File: src/rtl/hdlc_rx_pkg.sv
package hdlc_rx_pkg;

  localparam logic [31:0] POLY16_REFL = 32'h0000_8408;
  localparam logic [31:0] POLY32_REFL = 32'hEDB8_8320;
  localparam logic [31:0] MAGIC16     = 32'h0000_F0B8;
  localparam logic [31:0] MAGIC32     = 32'hDEBB_20E3;
  localparam logic [31:0] PRESET16    = 32'h0000_FFFF;
  localparam logic [31:0] PRESET32    = 32'hFFFF_FFFF;

  typedef enum logic {ST_HUNT, ST_LINK} rx_state_e;

  // classification of one line bit against the current ones run
  typedef struct packed {
    logic flag;
    logic abort;
    logic stuff;
    logic data;
  } line_evt_t;

  // eight LSB-first steps of the reflected CRC; the 16-bit form lives in bits 15:0
  function automatic logic [31:0] crc_step_byte(input logic [31:0] cur,
                                                input logic [7:0]  din,
                                                input logic        wide);
    logic [31:0] r;
    logic        fb;
    r = cur;
    for (int i = 0; i < 8; i++) begin
      fb = r[0] ^ din[i];
      r  = r >> 1;
      if (fb) r = r ^ (wide ? POLY32_REFL : POLY16_REFL);
    end
    return r;
  endfunction

endpackage

File: src/rtl/hdlc_rx_linecode.sv
module hdlc_rx_linecode
  import hdlc_rx_pkg::*;
#(
  parameter int unsigned RUN_W = 3
) (
  input  logic      clk_i,
  input  logic      rst_ni,
  input  logic      step_i,
  input  logic      clear_i,
  input  logic      bit_i,
  output line_evt_t evt_o
);

  localparam logic [RUN_W-1:0] RUN_MAX   = {RUN_W{1'b1}};
  localparam logic [RUN_W-1:0] RUN_STUFF = RUN_W'(5);
  localparam logic [RUN_W-1:0] RUN_FLAG  = RUN_W'(6);

  logic [RUN_W-1:0] ones_q, ones_d;

  always_comb begin
    evt_o.flag  = !bit_i && (ones_q == RUN_FLAG);
    evt_o.stuff = !bit_i && (ones_q == RUN_STUFF);
    evt_o.abort =  bit_i && (ones_q == RUN_FLAG);
    evt_o.data  = !(evt_o.flag || evt_o.stuff || evt_o.abort);
  end

  always_comb begin
    ones_d = ones_q;
    if (clear_i) begin
      ones_d = '0;
    end else if (step_i) begin
      if (!bit_i)                 ones_d = '0;
      else if (ones_q != RUN_MAX) ones_d = ones_q + RUN_W'(1);
    end
  end

  always_ff @(posedge clk_i or negedge rst_ni) begin
    if (!rst_ni) ones_q <= '0;
    else         ones_q <= ones_d;
  end

endmodule

File: src/rtl/hdlc_rx_assemble.sv
module hdlc_rx_assemble #(
  parameter int unsigned W  = 8,
  parameter int unsigned CW = $clog2(W)
) (
  input  logic          clk_i,
  input  logic          rst_ni,
  input  logic          clear_i,
  input  logic          shift_i,
  input  logic          bit_i,
  output logic [W-1:0]  data_o,
  output logic          done_o,
  output logic [CW-1:0] fill_o
);

  localparam logic [CW-1:0] LAST = CW'(W - 1);

  logic [W-1:0]  sr_q, sr_d;
  logic [CW-1:0] cnt_q, cnt_d;

  // new bit enters at the top so the first bit ends at position 0
  assign data_o = {bit_i, sr_q[W-1:1]};
  assign done_o = shift_i && (cnt_q == LAST);
  assign fill_o = cnt_q;

  always_comb begin
    sr_d  = sr_q;
    cnt_d = cnt_q;
    if (clear_i) begin
      cnt_d = '0;
    end else if (shift_i) begin
      sr_d  = data_o;
      cnt_d = (cnt_q == LAST) ? '0 : cnt_q + CW'(1);
    end
  end

  always_ff @(posedge clk_i or negedge rst_ni) begin
    if (!rst_ni) begin
      sr_q  <= '0;
      cnt_q <= '0;
    end else begin
      sr_q  <= sr_d;
      cnt_q <= cnt_d;
    end
  end

endmodule

File: src/rtl/hdlc_rx_crc.sv
module hdlc_rx_crc
  import hdlc_rx_pkg::*;
(
  input  logic       clk_i,
  input  logic       rst_ni,
  input  logic       init_i,
  input  logic       upd_i,
  input  logic       wide_i,
  input  logic [7:0] data_i,
  output logic       good_o
);

  logic [31:0] crc_q, crc_d;

  assign good_o = wide_i ? (crc_q == MAGIC32) : (crc_q == MAGIC16);

  always_comb begin
    crc_d = crc_q;
    if (init_i)     crc_d = wide_i ? PRESET32 : PRESET16;
    else if (upd_i) crc_d = crc_step_byte(crc_q, data_i, wide_i);
  end

  always_ff @(posedge clk_i or negedge rst_ni) begin
    if (!rst_ni) crc_q <= '0;
    else         crc_q <= crc_d;
  end

endmodule

File: src/rtl/hdlc_rx_deframer.sv
module hdlc_rx_deframer
  import hdlc_rx_pkg::*;
#(
  parameter int unsigned BYTE_W = 8,
  parameter int unsigned BCNT_W = 3
) (
  input  logic              clk_i,
  input  logic              rst_ni,
  input  logic              rx_en_i,
  input  logic              crc_wide_i,
  input  logic              bit_vld_i,
  input  logic              bit_i,
  output logic [BYTE_W-1:0] byte_o,
  output logic              byte_stb_o,
  output logic              idle_end_o,
  output logic              fcs_ok_o
);

  localparam int unsigned       FILL_W    = $clog2(BYTE_W);
  localparam logic [FILL_W-1:0] FILL_LAST = FILL_W'(BYTE_W - 1);
  localparam logic [BYTE_W-1:0] FLAG_PAT  = BYTE_W'(8'h7E);
  localparam logic [BCNT_W-1:0] BCNT_MAX  = {BCNT_W{1'b1}};

  rx_state_e         state_q, state_d;
  logic [BCNT_W-1:0] bcnt_q, bcnt_d;
  logic [BYTE_W-1:0] byte_q, byte_d;
  logic              stb_q, stb_d, idle_q, idle_d, ok_q, ok_d;

  logic              step, in_link, flag_hit;
  line_evt_t         evt;
  logic              asm_shift, asm_clear, asm_done;
  logic [BYTE_W-1:0] asm_data;
  logic [FILL_W-1:0] asm_fill;
  logic              crc_good;
  logic [BCNT_W-1:0] fcs_len;

  assign step      = rx_en_i && bit_vld_i;
  assign in_link   = (state_q == ST_LINK);
  assign flag_hit  = step && evt.flag;
  assign asm_shift = step && in_link && evt.data;
  assign asm_clear = !rx_en_i || flag_hit;
  assign fcs_len   = crc_wide_i ? BCNT_W'(4) : BCNT_W'(2);

  hdlc_rx_linecode #(.RUN_W(3)) u_line (
    .clk_i   (clk_i),
    .rst_ni  (rst_ni),
    .step_i  (step),
    .clear_i (!rx_en_i),
    .bit_i   (bit_i),
    .evt_o   (evt)
  );

  hdlc_rx_assemble #(.W(BYTE_W), .CW(FILL_W)) u_asm (
    .clk_i   (clk_i),
    .rst_ni  (rst_ni),
    .clear_i (asm_clear),
    .shift_i (asm_shift),
    .bit_i   (bit_i),
    .data_o  (asm_data),
    .done_o  (asm_done),
    .fill_o  (asm_fill)
  );

  hdlc_rx_crc u_crc (
    .clk_i   (clk_i),
    .rst_ni  (rst_ni),
    .init_i  (flag_hit),
    .upd_i   (asm_done),
    .wide_i  (crc_wide_i),
    .data_i  (asm_data[7:0]),
    .good_o  (crc_good)
  );

  always_comb begin
    state_d = state_q;
    bcnt_d  = bcnt_q;
    byte_d  = byte_q;
    stb_d   = 1'b0;
    idle_d  = idle_q;
    ok_d    = ok_q;
    if (!rx_en_i) begin
      state_d = ST_HUNT;
    end else if (bit_vld_i) begin
      if (evt.flag) begin
        state_d = ST_LINK;
        stb_d   = 1'b1;
        byte_d  = FLAG_PAT;
        idle_d  = 1'b1;
        bcnt_d  = '0;
        if (!in_link)         ok_d = 1'b0;
        else if (bcnt_q != 0) ok_d = crc_good && (asm_fill == FILL_LAST) && (bcnt_q >= fcs_len);
      end else if (in_link) begin
        if (evt.abort) begin
          state_d = ST_HUNT;
          idle_d  = 1'b0;
          ok_d    = 1'b1;
        end else if (asm_done) begin
          stb_d  = 1'b1;
          byte_d = asm_data;
          if (bcnt_q != BCNT_MAX) bcnt_d = bcnt_q + BCNT_W'(1);
          if (bcnt_q == 0) begin
            idle_d = 1'b0;
            ok_d   = 1'b0;
          end
        end
      end
    end
  end

  always_ff @(posedge clk_i or negedge rst_ni) begin
    if (!rst_ni) begin
      state_q <= ST_HUNT;
      bcnt_q  <= '0;
      byte_q  <= '0;
      stb_q   <= 1'b0;
      idle_q  <= 1'b0;
      ok_q    <= 1'b0;
    end else begin
      state_q <= state_d;
      bcnt_q  <= bcnt_d;
      byte_q  <= byte_d;
      stb_q   <= stb_d;
      idle_q  <= idle_d;
      ok_q    <= ok_d;
    end
  end

  assign byte_o     = byte_q;
  assign byte_stb_o = stb_q;
  assign idle_end_o = idle_q;
  assign fcs_ok_o   = ok_q;

endmodule

File: config.mk
export PLATFORM = sky130hd
export DESIGN_NAME = hdlc_rx_deframer
export DESIGN_NICKNAME = d
export VERILOG_FILES = /design/src/rtl/hdlc_rx_pkg.sv /design/src/rtl/hdlc_rx_linecode.sv /design/src/rtl/hdlc_rx_assemble.sv /design/src/rtl/hdlc_rx_crc.sv /design/src/rtl/hdlc_rx_deframer.sv
export SDC_FILE = /design/constraint.sdc
export NUM_CORES = 1
export LEC_CHECK = 0
export ABC_AREA = 0
export BUFFER_PORTS_ARGS = -buffer_cell sky130_fd_sc_hd__buf_2
export CORE_AREA = 2 2 107 109
export CTS_CLUSTER_SIZE = 8
export DETAILED_ROUTE_END_ITERATION = 8
export DIE_AREA = 0 0 109 111
export GPL_ROUTABILITY_DRIVEN = 0
export GPL_TIMING_DRIVEN = 0
export PLACE_DENSITY_LB_ADDON = 0.08
export SLEW_MARGIN = 20
export SYNTH_ARGS = -nofsm -noshare
export SYNTH_HDL_FRONTEND = slang
export SYNTH_SLANG_ARGS = --single-unit
export TNS_END_PERCENT = 100
File: constraint.sdc
create_clock -name clk_i -period 3 [get_ports clk_i]
set_input_delay 0.45 -clock clk_i [delete_from_list [all_inputs] [get_ports clk_i]]
set_output_delay 0.45 -clock clk_i [all_outputs]
set_load 0.005 [all_outputs]
==> results of run 1 <==
-- synthesized netlist by cell type, types with 2 or more instances --
cell      count  area, um2
and3_1        4       25.0
xor2_1       18        158
o21ai_1       7       35.0
xnor2_4       4        110
xnor2_2       6       97.6
nor2b_1       6       37.5
a31oi_1       3       18.8
mux2i_4       2       45.0
inv_1        11       41.3
nand3_1       7       35.0
a22o_1        6       52.6
mux2_2        7       78.8
o21ai_0      45        225
nand2_1      37        139
a221o_1       3       30.0
a21oi_1      18       90.1
nand2b_1      2       12.5
mux2i_1       5       50.1
nor2_1       27        101
o31ai_1       5       37.5
nand4_1       6       37.5
nor4_1        4       25.0
nor3_1        6       30.0
ha_1         11        138
clkbuf_1     19       71.3
nor4b_1       2       17.5
dfrtp_1      60       1500
buf_2         3       15.0
a21o_2        2       17.5
xnor2_1      43        377
-- sequential cells by signal, summed over array words and instances, names as in the netlist --
name / flops
u_asm.fill_o: 3
byte_o: 8
fcs_ok_o: 1
byte_stb_o: 1
in_link: 1
u_crc.crc_q: 32
idle_end_o: 1
u_asm.sr_q: 7
bcnt_q: 3
u_line.ones_q: 3
-- through the flow --
| step | area [um2] | setup slack [ns] | TNS [ns] | instances |
|---|---|---|---|---|
| 2_1_floorplan | 3850 | 0.594 | 0 | 400 |
| 5_1_grt | 4460 | 0.104 | 0 | 578 |
| 6_report | 4460 | 0.211 | 0 | 578 |
| 3_3_place_gp | 4100 | -0.400 | -5.34 | 558 |
| 4_1_cts | 4430 | 0.0552 | 0 | 575 |
| 3_5_place_dp | 4130 | -0.379 | -5.35 | 559 |
-- critical path, cell delays in order, from the launching register on --
cell     delay [ns]
dfrtp_1        0.47
xnor2_4        0.47
mux2i_4        0.17
xnor2_4        0.43
xnor3_2        0.43
xnor2_4        0.20
a21o_2         0.20
a221o_1        0.29
-- cells by family after synthesis --
logic type,count (synthesis),share of synthesized area
and+or+nand+nor,106,0.130
muxes,14,0.0452
adders and majority gates,11,0.0358
AOI/OAI and AO/OA,101,0.158
DFF,60,0.390
xor gates and xnor gates,73,0.205
buffers and inverters,35,0.0361
-- where the power goes --
group | switching, W | internal [W]
registers | 0.0000259 | 0.000829
clock network | 0.000393 | 0.000640
logic | 0.000191 | 0.000152
-- layout make-up --
class,count,area [um2],area share
multi-input combinational,305,2210,0.497
tap,143,179,0.0401
buffer,23,95.1,0.0213
inverter,12,45.0,0.0101
timing repair buffer,19,128,0.0286
sequential,60,1500,0.337
clock inverter,6,65.1,0.0146
clock buffer,10,229,0.0514
-- final timing paths --
kind,from,to,cells after the start
hold / removal,rst_ni,u_crc.crc_q[28],1
hold reg to reg,idle_end_o,idle_end_o,2
max in group asynchronous,rst_ni,u_asm.sr_q[5],2
setup / recovery,u_crc.crc_q[0],u_crc.crc_q[23],7
setup reg to reg,u_crc.crc_q[0],u_crc.crc_q[23],7
min in group clk_i,idle_end_o,idle_end_o,2
-- layout by cell type, fill, tap and decap left out, types with 7 or more instances in the layout --
cell type and n:
nor2_1 26, inv_1 11, xnor2_1 43, o21ai_0 45, xor2_1 18, clkbuf_16 9
dfrtp_1 60, clkbuf_1 19, a21oi_1 18, nand2_1 37, buf_2 17, mux2_2 7
o21ai_1 7, nand3_1 7, ha_1 11
-- layer usage --
| metal | up-vias | GRT usage | part of all wire |
|---|---|---|---|
| met5 | - | 0 | 0 |
| met4 | 0 | 0.0684 | 0.018 |
| met3 | 20 | 0.0447 | 0.045 |
| met2 | 80 | 0.290 | 0.46 |
| met1 | 1524 | 0.292 | 0.48 |
| li1 | 1451 | - | - |
-- what timing repair did --
item                                    in CTS  in global routing
endpoints found under the setup margin      33                 10
hold endpoints to repair                     0                  0
buffers inserted                             0                  3
pin swaps                                    0                  1
gates resized for setup                      2                  2
==> impl.org, run 1 <==
** Status
- Result of the run :: complete, no violations

** Routing
- Drt first-iter violations :: 246
- DRC violations left :: 0
- Summed over all layers, the routed wires come to 11,200 um.
- Final routed wire length divided by cell count :: 19.4 um
- Detail-routed via count per cell :: 5.32
- Count of antenna-violating nets left after detailed routing :: 0
- The detailed router placed 3,075 vias in this run.
- The first detailed-routing pass ran for 6 iterations.

** Logic synthesis
- The cell area that synthesis handed to floorplanning was 3850 um2.
- In the synthesized netlist the dominant register cell turns out to be dfrtp_1.
- Proportion of register bits with asynchronous set or reset after synthesis :: 1.00
- Sequential area share after synthesis :: 0.390
- Yosys mapped a number of flops with a built-in enable equal to 0.
- Mean Syn Cell Area :: 9.62 um2
- Net count after synthesis :: 417
- During synthesis, Yosys emitted a total of 0 warnings.
- Post-Syn Instances :: 400
- In this run, distinct cell masters in the synthesized netlist total 51.
- Number of storage elements in the synthesis netlist :: 60

** STA
- Unrepaired setup endpoints after global routing :: false
- Timing would allow up to 0.359 GHz.
- Dividing the final minimum period by the clock period gives 0.930.
- Slew of the pin with the lowest slew margin :: 0.701 ns
- Worst slack on hold paths :: 0.00194 ns
- Counting I/O delays and the setup requirement, the final critical path takes 2.79 ns.
- The final-report max-slew violation count came to 0.
- Finish-stage setup viols :: 0
- The final number of hold-violating endpoints was 0.
- For the final database, setup skew stands at 0.00733 ns.
- In this run the tightest slew margin relative to its limit is 0.529.

** Power
- Total Power :: 0.00223 W
- Across the VDD grid, the largest voltage drop is 296 uV.
- Dividing total power by cell area gives a power density of 501 nW/um2.
- Static leakage :: 1.94 nW

** Cells and area
- For this run, the share of the core covered by cells in the final layout is 0.402.
- Counting the fill cells in the layout gives 1,084.
- The number of antenna diodes in the final layout is 0.
- Of the cells placed in the final design, the portion with a size suffix greater than 1 is 0.149.
- After the last flow step, the layout net total stands at 447.
- Synthesis-to-finish area growth :: 15.8%

** Global route
- Vias in the first global route :: 2,983
- Wire length of the first global-routing pass :: 17,800 um
- Maximum number of pins on one net before global-route repair :: 42
- Combined global-route utilization of all metal layers :: 0.200
- Overflow left after global routing :: 0
- The number of antenna violations at the first check in global routing came to 0.

** Clock network
- Number of hold buffers added after CTS :: 0
- The H-tree generated during clock tree synthesis spans 3 levels.
- Clock slew seen by the registers of the worst setup and hold paths :: 0.06 ns
- Number of buffers added by the clock tree synthesis step :: 9
- Clock tree synthesis found a total of 60 sinks.
- Buffer levels on the longest clock path :: 2
- CTS Root Buffer Type :: clkbuf_16
- Clock latency on the worst-skew pair :: 0.34 ns
- TritonCTS clock tree :: built

** Die
- Core Region :: 11,100 um2
- For this design the top-level I/O count stands at 17.
- Total die area :: 12,100 um2
- # rows :: 39
- Width of the chip :: 109 um
- Initial standard-cell utilization of the core :: 0.347
- Die H :: 111 um

** Hold path
- The worst hold path belongs to the class in2async.

** Worst setup path
- The worst setup path is launched from a flip-flop.
- In this run the worst path has a maximum fanout of 10.
- Type of destination of the critical path :: flip-flop
- Setup slack on the worst reg-to-reg path comes out at 0.21 ns.
- The critical path is of the reg2reg type.
- Data on the critical path is required at its endpoint by 3.22 ns.
- Worst path arrival time :: 3.01 ns

** Placed design
- Port bufs :: 15
- Detailed placement finished with a half-perimeter wire length of 7910 um.

** Flow run
- Number of max-cap violations :: 0
Power figures use the tool's default switching activity.
==> run 2, diff against run 1 <==
==> constraint.sdc (replaced) <==
create_clock -name clk_i -period 3.5 [get_ports clk_i]
set_input_delay 0.525 -clock clk_i [delete_from_list [all_inputs] [get_ports clk_i]]
set_output_delay 0.525 -clock clk_i [all_outputs]
set_load 0.005 [all_outputs]
==> impl.org, run 2 (synthesized netlist as in run 1, its figures left out) <==
** Die
- The number of rows created at floorplan came to 39 (unchanged).
- Core Region :: 11,100 um2 (unchanged)
- Width of the chip :: 109 um (unchanged)
- Number of top-level pins :: 17 (unchanged)
- The area of the die came to 12,100 um2 (unchanged).
- The effective utilization at floorplan is 0.347 (unchanged).
- Die H :: 111 um (unchanged)

** Clock network
- The number of buffers inserted for hold repair after clock tree synthesis is 0 (unchanged).
- The insertion delay to the later sink of the worst-skew pair was 0.34 ns (about the same).
- The root buffer cell chosen for the clock tree is clkbuf_16.
- Number of buffers added by the clock tree synthesis step :: 9 (unchanged)
- The deepest clock path buffer count was 2 (unchanged).
- Clock slew seen by the registers of the worst setup and hold paths :: 0.05 ns (about the same)
- The H-tree depth was 3 (unchanged).
- The clock sink total is 60 (unchanged).
- TritonCTS clock tree :: built

** Cells and area
- Antenna Diode Count :: 0 (unchanged)
- The share of final-layout standard cells stronger than drive strength 1 is 0.141 (-0.00822).
- The layout net count is 444 (-0.67%).
- The final design instance area without fill was 4430 um2 (-0.65%).
- The library cells used most frequently in the layout, excluding fill and tap cells, are dfrtp_1, o21ai_0, xnor2_1.
- Most common cell after layout, fill and taps aside :: dfrtp_1
- Synthesis-to-finish area growth :: 15.1%
- The number of flip-flops in the largest register was 32 (unchanged).
- The number of filler instances in the final layout was 1,086 (+0.18%).
- Largest reg by FF count :: u_crc.crc_q
- The filler-free cell count of the finished design is 575 (-0.52%).

** STA
- Setup repair after global routing left no endpoint under its margin.
- The final-report max-slew violation count is 0 (unchanged).
- The final critical delay including setup and external delays is 3.07 ns (+0.282 ns).
- The slew at the pin with the worst max-slew slack was 0.684 ns (-0.0168 ns).
- The relative max-transition margin was 0.544 (+0.0145).
- Maximum clock skew at final layout :: 0.00749 ns (+0.000158 ns)
- Final hold viol count :: 0 (unchanged)
- The fraction of the cycle the final worst path needs was 0.878 (-0.0522).
- Maximum achievable frequency :: 0.326 GHz (-9.2%)
- Setup Total Neg Slack :: 0 ns (unchanged)
- Min setup slack post-route :: 0.428 ns (+0.218 ns)
- The final setup violation count is 0 (unchanged).

** Worst setup path
- STA classifies the critical path endpoint as a flip-flop.
- Minimum setup slack among reg-to-reg paths :: 0.43 ns (+0.22 ns)
- The setup path with the least slack is of type reg2reg.
- The critical-path maximum fanout came to 10 (unchanged).
- Worst path arrival time :: 3.26 ns (+0.25 ns)
- Data required time at the worst endpoint :: 3.69 ns (+0.47 ns)
- The worst setup path is launched from a flip-flop.

** Routing
- Detail-routed via count per cell :: 5.35 (+0.49%)
- Drt total wl :: 11,100 um (-0.70%)
- Drt first-iter violations :: 207 (-16%)
- The remaining antenna violation count was 0 (unchanged).
- The number of vias in the routed layout was 3,074 (-0.033%).
- The average routed wire per standard cell is 19.4 um (-0.18%).
- The number of remaining DRC errors is 0 (unchanged).
- Number of iterations in the first detailed-routing pass :: 6 (unchanged)

** Power
- The register share of total power is 0.383 (about the same).
- The overall power after layout came to 0.00191 W (-14%).
- The worst IR drop on VDD came to 254 uV (-14%).
- The switching power total is 0.000522 W (-14%).
- The leakage power figure was 1.92 nW (-0.95%).
- The clock share of power came to 0.463 (about the same).
- The cell-internal power came to 0.00139 W (-14%).
- Net Sw Frac :: 0.273 (-0.000294)
- The power per cell area came to 432 nW/um2 (-14%).
- Logic pwr share :: 0.154 (about the same)

** Status
- The run finished with clean final reports.

** Placed design
- Placed Instances :: 559 (unchanged)
- The total cell area at the placement stage is 4130 um2 (unchanged).
- Port bufs :: 15 (unchanged)
- The estimated wirelength of the detail-placed design came to 7910 um (unchanged).
- The post-placement worst setup slack came to 0.121 ns (+0.500 ns).

** Global route
- Overflow left after global routing :: 0 (unchanged)
- Vias in the first global route :: 2,978 (-0.17%)
- The total routing resource utilization after global routing is 0.200 (about the same).
- Number of antenna violations at the first check in global routing :: 0 (unchanged)
- The pin count of the biggest net entering global routing came to 42 (unchanged).
- The wire length of the first global-routing pass was 17,800 um (about the same).

** Hold path
- The worst hold path belongs to the class in2async.

** Flow run
- The max-cap check violation count is 0 (unchanged).
[run 2: worst max-delay path, stage by stage (launching register included)]
cell and delay [ns]:
dfrtp_1 0.40, inv_1 0.11, ha_1 0.22, nand2_1 0.17
nor2_2 0.50, and3_1 0.23, clkbuf_1 0.31, nor2_1 0.09
clkbuf_1 0.25, clkbuf_1 0.38, nand2_1 0.15, o21ai_0 0.09
[run 2: repair_timing]
action	4_1_cts	5_1_grt
resized for setup	0	1
setup buffers	0	0
setup endpoints to repair	0	10
[run 2: stage by stage]
stage / util / hold slack, ns
3_3_place_gp: 0.370 / 0.451
3_5_place_dp: 0.373 / 0.448
6_report: 0.400 / 0.0779
2_1_floorplan: - / 0.229
5_1_grt: 0.400 / 0.0994
4_1_cts: 0.400 / 0.0835
[run 2: power groups by stage]
stage               Combinational (W)  Clock (W)  Sequential [W]
floorplan                    0.000220          0        0.000737
global placement             0.000289          0        0.000744
detailed placement           0.000294          0        0.000744
CTS                          0.000295   0.000911        0.000732
global route                 0.000322   0.000943        0.000734
finish                       0.000294   0.000885        0.000733
[run 2: layout make-up]
class                   instances  area (um2)  area share
flip-flops and latches         60        1500       0.339
clock buffers                  10         229      0.0517
well taps                     143         179      0.0404
multi-input cells             305        2210       0.499
plain buffers                  23        93.8      0.0212
repair buffers                 16         105      0.0237
clock inverters                 6        65.1      0.0147
inverters                      12        45.0      0.0102
[run 2: path summary, 6_finish.rpt]
kind,depth (start not counted),to,start
max reg2reg,11,byte_o[1],u_line.ones_q[0]
min in group clk_i,2,idle_end_o,idle_end_o
min,1,u_crc.crc_q[28],rst_ni
max,11,byte_o[1],u_line.ones_q[0]
min reg2reg,2,idle_end_o,idle_end_o
max in group asynchronous,2,u_asm.sr_q[5],rst_ni
[run 2: metal layers]
metal / part of all wire / wire length (um) / vias up / GRT usage
met5: 0 / 0 / - / 0
met4: 0.020 / 219 / 0 / 0.0684
met3: 0.047 / 524 / 25 / 0.0447
met2: 0.46 / 5090 / 81 / 0.289
met1: 0.48 / 5300 / 1521 / 0.293
li1: - / - / 1447 / -
